--- src/rtl/sdisp_pkg.sv ---
package sdisp_pkg;
   localparam int NUM_ENG = 3;
   localparam int KIND_W  = 3;

   localparam logic [KIND_W-1:0] KIND_MEM      = 3'd0;
   localparam logic [KIND_W-1:0] KIND_SPAD     = 3'd1;
   localparam logic [KIND_W-1:0] KIND_RECUR    = 3'd2;
   localparam logic [KIND_W-1:0] KIND_CFG      = 3'd3;
   localparam logic [KIND_W-1:0] KIND_BAR_ALL  = 3'd4;
   localparam logic [KIND_W-1:0] KIND_BAR_SPAD = 3'd5;

   localparam int ENG_SPAD = 1;
endpackage

--- src/rtl/sdisp_fifo.sv ---
module sdisp_fifo #(
   parameter int W     = 8,
   parameter int DEPTH = 16
) (
   input  logic         clk,
   input  logic         rst_n,
   input  logic         push,
   input  logic [W-1:0] din,
   input  logic         pop,
   output logic [W-1:0] dout,
   output logic         empty,
   output logic         full
);
   localparam int  AW   = (DEPTH > 1) ? $clog2(DEPTH) : 1;
   localparam int  CW   = $clog2(DEPTH + 1);
   localparam bit  POW2 = (DEPTH == (1 << AW));

   logic [W-1:0]  mem [DEPTH];
   logic [AW-1:0] rd_ptr, wr_ptr, rd_nx, wr_nx;
   logic [CW-1:0] level;
   logic          do_push, do_pop;

   assign do_push = push && !full;
   assign do_pop  = pop && !empty;

   if (POW2) begin : g_wrap_nat
      assign rd_nx = rd_ptr + AW'(1);
      assign wr_nx = wr_ptr + AW'(1);
   end else begin : g_wrap_cmp
      assign rd_nx = (rd_ptr == AW'(DEPTH - 1)) ? '0 : rd_ptr + AW'(1);
      assign wr_nx = (wr_ptr == AW'(DEPTH - 1)) ? '0 : wr_ptr + AW'(1);
   end

   always_ff @(posedge clk) begin
      if (do_push) mem[wr_ptr] <= din;
   end

   always_ff @(posedge clk) begin
      if (!rst_n) begin
         rd_ptr <= '0;
         wr_ptr <= '0;
         level  <= '0;
      end else begin
         if (do_push) wr_ptr <= wr_nx;
         if (do_pop)  rd_ptr <= rd_nx;
         case ({do_push, do_pop})
            2'b10:   level <= level + CW'(1);
            2'b01:   level <= level - CW'(1);
            default: level <= level;
         endcase
      end
   end

   assign dout  = mem[rd_ptr];
   assign empty = (level == '0);
   assign full  = (level == CW'(DEPTH));
endmodule

--- src/rtl/sdisp_scoreboard.sv ---
module sdisp_scoreboard #(
   parameter int NPORT    = 8,
   parameter int NENG     = 3,
   parameter int CNT_W    = 4,
   parameter int SPAD_IDX = 1
) (
   input  logic                  clk,
   input  logic                  rst_n,
   input  logic [NPORT-1:0]      set_src,
   input  logic [NPORT-1:0]      set_dst,
   input  logic                  spad_issue,
   input  logic [NENG-1:0]       done_valid,
   input  logic [NENG*NPORT-1:0] done_src_mask,
   input  logic [NENG*NPORT-1:0] done_dst_mask,
   output logic [NPORT-1:0]      in_busy,
   output logic [NPORT-1:0]      out_busy,
   output logic [NPORT-1:0]      in_eff,
   output logic [NPORT-1:0]      out_eff,
   output logic                  spad_idle
);
   logic [NPORT-1:0] rel_in_acc  [NENG+1];
   logic [NPORT-1:0] rel_out_acc [NENG+1];
   logic [CNT_W-1:0] spad_live;
   logic             spad_dec;

   assign rel_in_acc[0]  = '0;
   assign rel_out_acc[0] = '0;

   for (genvar e = 0; e < NENG; e++) begin : g_rel
      assign rel_in_acc[e+1]  = rel_in_acc[e] |
                                (done_valid[e] ? done_src_mask[e*NPORT +: NPORT] : '0);
      assign rel_out_acc[e+1] = rel_out_acc[e] |
                                (done_valid[e] ? done_dst_mask[e*NPORT +: NPORT] : '0);
   end

   // release counts before the port check of the same cycle
   assign in_eff  = in_busy  & ~rel_in_acc[NENG];
   assign out_eff = out_busy & ~rel_out_acc[NENG];

   assign spad_dec  = done_valid[SPAD_IDX] && (spad_live != '0);
   assign spad_idle = (spad_live == '0) || ((spad_live == CNT_W'(1)) && spad_dec);

   always_ff @(posedge clk) begin
      if (!rst_n) begin
         in_busy   <= '0;
         out_busy  <= '0;
         spad_live <= '0;
      end else begin
         in_busy   <= in_eff  | set_src;
         out_busy  <= out_eff | set_dst;
         spad_live <= spad_live + CNT_W'(spad_issue) - CNT_W'(spad_dec);
      end
   end
endmodule

--- src/rtl/sdisp_issue.sv ---
module sdisp_issue
   import sdisp_pkg::*;
#(
   parameter int NPORT = 8
) (
   input  logic              head_valid,
   input  logic [KIND_W-1:0] head_kind,
   input  logic [NPORT-1:0]  head_src,
   input  logic [NPORT-1:0]  head_dst,
   input  logic [NPORT-1:0]  in_eff,
   input  logic [NPORT-1:0]  out_eff,
   input  logic              spad_idle,
   input  logic [NUM_ENG-1:0] eng_ready,
   output logic [NUM_ENG-1:0] eng_valid,
   output logic              pop,
   output logic              cfg_go,
   output logic [NPORT-1:0]  set_src,
   output logic [NPORT-1:0]  set_dst,
   output logic              spad_issue
);
   logic is_stream, ports_ok, all_idle, fire, bar_go, bad_kind;

   always_comb begin
      is_stream = head_valid && (head_kind <= KIND_RECUR);
      ports_ok  = ((head_src & in_eff) == '0) && ((head_dst & out_eff) == '0);
      all_idle  = (in_eff == '0) && (out_eff == '0);

      eng_valid = '0;
      if (is_stream && ports_ok) eng_valid = NUM_ENG'(1) << head_kind;

      fire       = (eng_valid & eng_ready) != '0;
      spad_issue = fire && (head_kind == KIND_SPAD);
      cfg_go     = head_valid && (head_kind == KIND_CFG) && all_idle;
      bar_go     = head_valid &&
                   (((head_kind == KIND_BAR_ALL) && all_idle) ||
                    ((head_kind == KIND_BAR_SPAD) && spad_idle));
      bad_kind   = head_valid && (head_kind > KIND_BAR_SPAD);
      pop        = fire || cfg_go || bar_go || bad_kind;

      set_src = fire ? head_src : '0;
      set_dst = fire ? head_dst : '0;
   end
endmodule

--- src/rtl/strm_dispatch.sv ---
module strm_dispatch
   import sdisp_pkg::*;
#(
   parameter int NPORT = 8,
   parameter int DEPTH = 16,
   parameter int CFG_W = 4,
   parameter int CNT_W = 4
) (
   input  logic                     clk,
   input  logic                     rst_n,
   input  logic                     cmd_valid,
   output logic                     cmd_ready,
   input  logic [2:0]               cmd_kind,
   input  logic [NPORT-1:0]         cmd_src_mask,
   input  logic [NPORT-1:0]         cmd_dst_mask,
   input  logic [CFG_W-1:0]         cmd_cfg_id,
   output logic [2:0]               eng_valid,
   input  logic [2:0]               eng_ready,
   output logic [NPORT-1:0]         eng_src_mask,
   output logic [NPORT-1:0]         eng_dst_mask,
   input  logic [2:0]               done_valid,
   input  logic [3*NPORT-1:0]       done_src_mask,
   input  logic [3*NPORT-1:0]       done_dst_mask,
   output logic                     cfg_valid,
   output logic [CFG_W-1:0]         cfg_id
);
   localparam int W = KIND_W + 2 * NPORT + CFG_W;

   if (NPORT < 1)  begin : g_bad_nport $error("NPORT must be at least 1"); end
   if (DEPTH < 2)  begin : g_bad_depth $error("DEPTH must be at least 2"); end
   if (CFG_W < 1)  begin : g_bad_cfgw  $error("CFG_W must be at least 1"); end
   if (CNT_W < 1)  begin : g_bad_cntw  $error("CNT_W must be at least 1"); end
   if (NUM_ENG != 3) begin : g_bad_eng $error("engine count is fixed at 3"); end

   logic [W-1:0]      head_word;
   logic              q_empty, q_full, q_pop;
   logic [KIND_W-1:0] head_kind;
   logic [NPORT-1:0]  head_src, head_dst;
   logic [CFG_W-1:0]  head_cfg;
   logic [NPORT-1:0]  in_busy, out_busy, in_eff, out_eff, set_src, set_dst;
   logic              spad_idle, spad_issue, cfg_go;

   assign cmd_ready = !q_full;

   sdisp_fifo #(.W(W), .DEPTH(DEPTH)) u_fifo (
      .clk   (clk),
      .rst_n (rst_n),
      .push  (cmd_valid && cmd_ready),
      .din   ({cmd_kind, cmd_src_mask, cmd_dst_mask, cmd_cfg_id}),
      .pop   (q_pop),
      .dout  (head_word),
      .empty (q_empty),
      .full  (q_full)
   );

   assign {head_kind, head_src, head_dst, head_cfg} = head_word;

   sdisp_scoreboard #(.NPORT(NPORT), .NENG(NUM_ENG), .CNT_W(CNT_W), .SPAD_IDX(ENG_SPAD)) u_sb (
      .clk           (clk),
      .rst_n         (rst_n),
      .set_src       (set_src),
      .set_dst       (set_dst),
      .spad_issue    (spad_issue),
      .done_valid    (done_valid),
      .done_src_mask (done_src_mask),
      .done_dst_mask (done_dst_mask),
      .in_busy       (in_busy),
      .out_busy      (out_busy),
      .in_eff        (in_eff),
      .out_eff       (out_eff),
      .spad_idle     (spad_idle)
   );

   sdisp_issue #(.NPORT(NPORT)) u_issue (
      .head_valid (!q_empty),
      .head_kind  (head_kind),
      .head_src   (head_src),
      .head_dst   (head_dst),
      .in_eff     (in_eff),
      .out_eff    (out_eff),
      .spad_idle  (spad_idle),
      .eng_ready  (eng_ready),
      .eng_valid  (eng_valid),
      .pop        (q_pop),
      .cfg_go     (cfg_go),
      .set_src    (set_src),
      .set_dst    (set_dst),
      .spad_issue (spad_issue)
   );

   assign eng_src_mask = head_src;
   assign eng_dst_mask = head_dst;
   assign cfg_valid    = cfg_go;
   assign cfg_id       = head_cfg;
endmodule

--- config.mk ---
export PLATFORM = sky130hd
export DESIGN_NAME = strm_dispatch
export DESIGN_NICKNAME = d
export VERILOG_FILES = /design/src/rtl/sdisp_pkg.sv /design/src/rtl/sdisp_fifo.sv /design/src/rtl/sdisp_scoreboard.sv /design/src/rtl/sdisp_issue.sv /design/src/rtl/strm_dispatch.sv
export SDC_FILE = /design/constraint.sdc
export NUM_CORES = 1
export LEC_CHECK = 0
export ABC_AREA = 1
export BUFFER_PORTS_ARGS = -buffer_cell sky130_fd_sc_hd__clkbuf_2
export CORE_MARGIN = 2
export CORE_UTILIZATION = 55
export CTS_CLUSTER_DIAMETER = 60
export DETAILED_ROUTE_END_ITERATION = 10
export HOLD_SLACK_MARGIN = 0.08
export PLACE_DENSITY = 0.73
export SYNTH_ARGS = -nofsm -noshare
export SYNTH_HDL_FRONTEND = slang
export SYNTH_SLANG_ARGS = --single-unit
export TNS_END_PERCENT = 20
--- constraint.sdc ---
create_clock -name clk -period 4.4 [get_ports clk]
set_input_delay 0.88 -clock clk [delete_from_list [all_inputs] [get_ports clk]]
set_output_delay 0.88 -clock clk [all_outputs]
set_load 0.02 [all_outputs]
==> results.toml <==
[sta]
timing_hold_violations_final = 0
clock.fmax_ghz = 0.248
final.min_clock_period_ns = 4.04
finalSetupViolCount = 0
hold_ws_ns = 0.485
rsz0062_at_grt = "false"
final_critical_path_setup_slack_ns = 0.364
fin_worst_skew_ns = 0.0191
slew_headroom_pct = 24.0
period_share_pct = 91.7
final_max_slew_viol_count = 0
timing.setup.tns_ns = 0
worstMarginPinSlew_ns = 1.14

[setup_path]
crit_fanout = 20
critPathCaptureType = "primary output"
data_arrival_critical_path_ns = 3.16
critical-path-max-stage-delay_ns = 0.41
worst_path_cell_chain = "inv_6 > buf_4 > nand2_1 > nand3_1 > nand3_1 > nand3_1 > nand2_1 > nand2_1 > nand2_1 > nor2_1 > nand2_1 > nor2_4 > nand2_1 > nor4_1 > clkbuf_2"
crit_path_start_kind = "flop"
critical_path.most_common_cell = "sky130_fd_sc_hd__nand2_1"
worstRegToRegCells = 25
crit_required_ns = 3.52
crit_slowest_cell = "sky130_fd_sc_hd__dfxtp_4"
classification_of_the_worst_setup_path = "reg2out"

[routing]
detail_route.drc_violations = 0
avgViaCountPerCell = 5.63
first_pass_iters = 7
drt.antenna.violating_nets = 0
drt_iter0_drc = 1181
drt-total-wl_um = 41700
via_count = 12000
drt-wirelength-per-cell_um = 19.6

[logic_synthesis]
syn-num-nets = 1711
netlist_instances = 1615
yosysUniqueCellTypes = 37
synth_top_area_share_pct = 64.0
syn-mean-instance-area_um2 = 10.7
synth.ff_latch_count = 405
ys_seq_area_share_pct = 68.3
synth_top_area_cell = "sky130_fd_sc_hd__edfxtp_1"
netlist_top_cells_area = "sky130_fd_sc_hd__edfxtp_1 64%, sky130_fd_sc_hd__nand2_1 9.9%, sky130_fd_sc_hd__nand3_1 4.6%"
synthesis.area_um2 = 17300
ys.warnings.count = 0

[clocking]
clock_path_buffers = 3
tritoncts_clock_tree = "done"
clock_transition_at_the_register_clock_pins_on_the_worst_setup_and_hold_paths_after_cts_ns = 0.06
clk_tree_root_cell = "sky130_fd_sc_hd__clkbuf_16"
cts_inserted_buffers = 42
cts_htree_levels = 2
clock_sinks = 405
worst_skew_pair.late_latency_ns = 0.54

[power]
max-vdd-ir-drop_mv = 0.353
p_leak_nw = 7.82
power.density_nw_per_um2 = 531
fin_total_pwr_mw = 10.5

[grt]
groute.layer.met3.usage_pct = 4.68
use_met1_pct = 33.3
largest_net_degree_at_the_start_of_global_routing = 80
grt_overflow = 0
grt_first_pass_wirelength_um = 63500
global_route.peak_usage_layer = "met2"
antenna_found_initial = 2
grt_util_met2_pct = 41.6
first_global_vias = 11400
grt_util_all_layers_pct = 25.5

[floorplanning]
horiz_die_dim_um = 181
num_rows = 64
fp.dieH_um = 181
io-pin-count = 105
coreArea_um2 = 30700
start_util_pct = 56.1
dieArea_um2 = 32800

[cells_and_area]
layout.cells.most_common = "sky130_fd_sc_hd__nand2_1"
postLayoutCoreUtil_pct = 64.0
stdcell_count = 2132
sequential_cell_area_um2 = 11800
final_cell_area_um2 = 19700
layout_common_cells = "457 x sky130_fd_sc_hd__nand2_1, 368 x sky130_fd_sc_hd__edfxtp_1, 157 x sky130_fd_sc_hd__nand3_1"
design.final.nets = 1803
fill_cells = 2370
drive_gt1_share_pct = 12.7
combined_area_of_the_multi_input_logic_cells_um2 = 4630
areaGrowthSynthToFinish_pct = 14.1

[hold_path]
holdCritPathClass = "reg2reg"
min_delay_path_depth = 2
timing.hold.worst.start = "u_fifo.level[4]"

[placed_design]
gp_congestion = 0.847
dp_wirelength_um = 23300
dp_worst_setup_slack_ns = 0.165
place.port_buffers = 104
place_inst = 2059
placed_cell_area_um2 = 18300

[outcome]
run_status = "completed"

[flow_run]
number_of_max_cap_violations = 0
-- flip-flops by register name, summed over array words and instances (netlist names), named ones only --
register,flops
u_sb.in_busy,8
u_fifo.wr_ptr,4
u_fifo.mem,368
u_sb.spad_live,4
u_sb.out_busy,8
u_fifo.rd_ptr,4
u_fifo.level,5
-- cells in the mapped netlist, drive strengths merged --
library cell	number
nand2	457
edfxtp	368
nand3	158
nor2	158
inv	138
o21ai	87
buf	50
dfxtp	37
clkbuf	34
a21oi	32
o211ai	25
nand4	15
ha	14
o221ai	10
nor3	7
o22ai	6
a22o	3
xor2	3
a211oi	2
fa	2
nor4	2
xnor2	2
a21o	1
a221oi	1
clkinv	1
nand3b	1
o21a	1
-- cell type report --
type	count	share of cell area, %
Antenna cell	1	0.0127
Clock buffer	52	5.86
Clock inverter	20	1.17
Inverter	139	2.68
Multi-Input combinational cell	987	23.5
Sequential cell	405	59.9
Tap cell	396	2.52
Timing Repair Buffer	132	4.30
-- kinds of logic (layout without fill, tap and decap cells) --
logic type	after synthesis	in the layout	share of synthesized area [%]
fa+ha+maj	16	16	1.25
flops	405	405	68.3
compound gates	168	168	5.64
simple gates	798	798	19.0
other cells	0	1	0
buf+inv	223	343	5.55
xor+xnor	5	5	0.254
-- power breakdown --
| part | internal (mW) | total (mW) | switching, mW |
|---|---|---|---|
| logic | 0.775 | 2.48 | 1.70 |
| clock network | 2.14 | 3.55 | 1.41 |
| registers | 4.35 | 4.43 | 0.0743 |
-- worst paths after layout --
| check | to | slack (ns) |
|---|---|---|
| hold reg to reg | u_fifo.level[4] | 0.49 |
| setup / recovery | eng_valid[2] | 0.36 |
| setup reg to reg | u_fifo.level[4] | 0.47 |
| hold / removal | u_fifo.level[4] | 0.49 |
-- repair_timing --
| action | in CTS | in global routing |
|---|---|---|
| buffers inserted | 0 | 0 |
| setup endpoints to repair | 0 | 3 |
| resized for setup | 0 | 6 |
| hold buffers | 0 | 0 |
| endpoints found under the hold margin | 0 | 0 |
-- per-layer routing --
| metal | wire length [um] | part of all wire [%] |
|---|---|---|
| met3 | 3380 | 8.1 |
| met2 | 19600 | 47 |
| met1 | 17000 | 41 |
| met4 | 1820 | 4.4 |
| met5 | 0 | 0 |
-- critical path: cells and delay by family (launching register included) --
family / cells / cell delay [ns]
flip-flops: 1 / 0.41
buffers and inverters: 3 / 0.70
AND/OR/NAND/NOR: 12 / 1.50
Note: power is estimated with default switching activity, not from simulation.
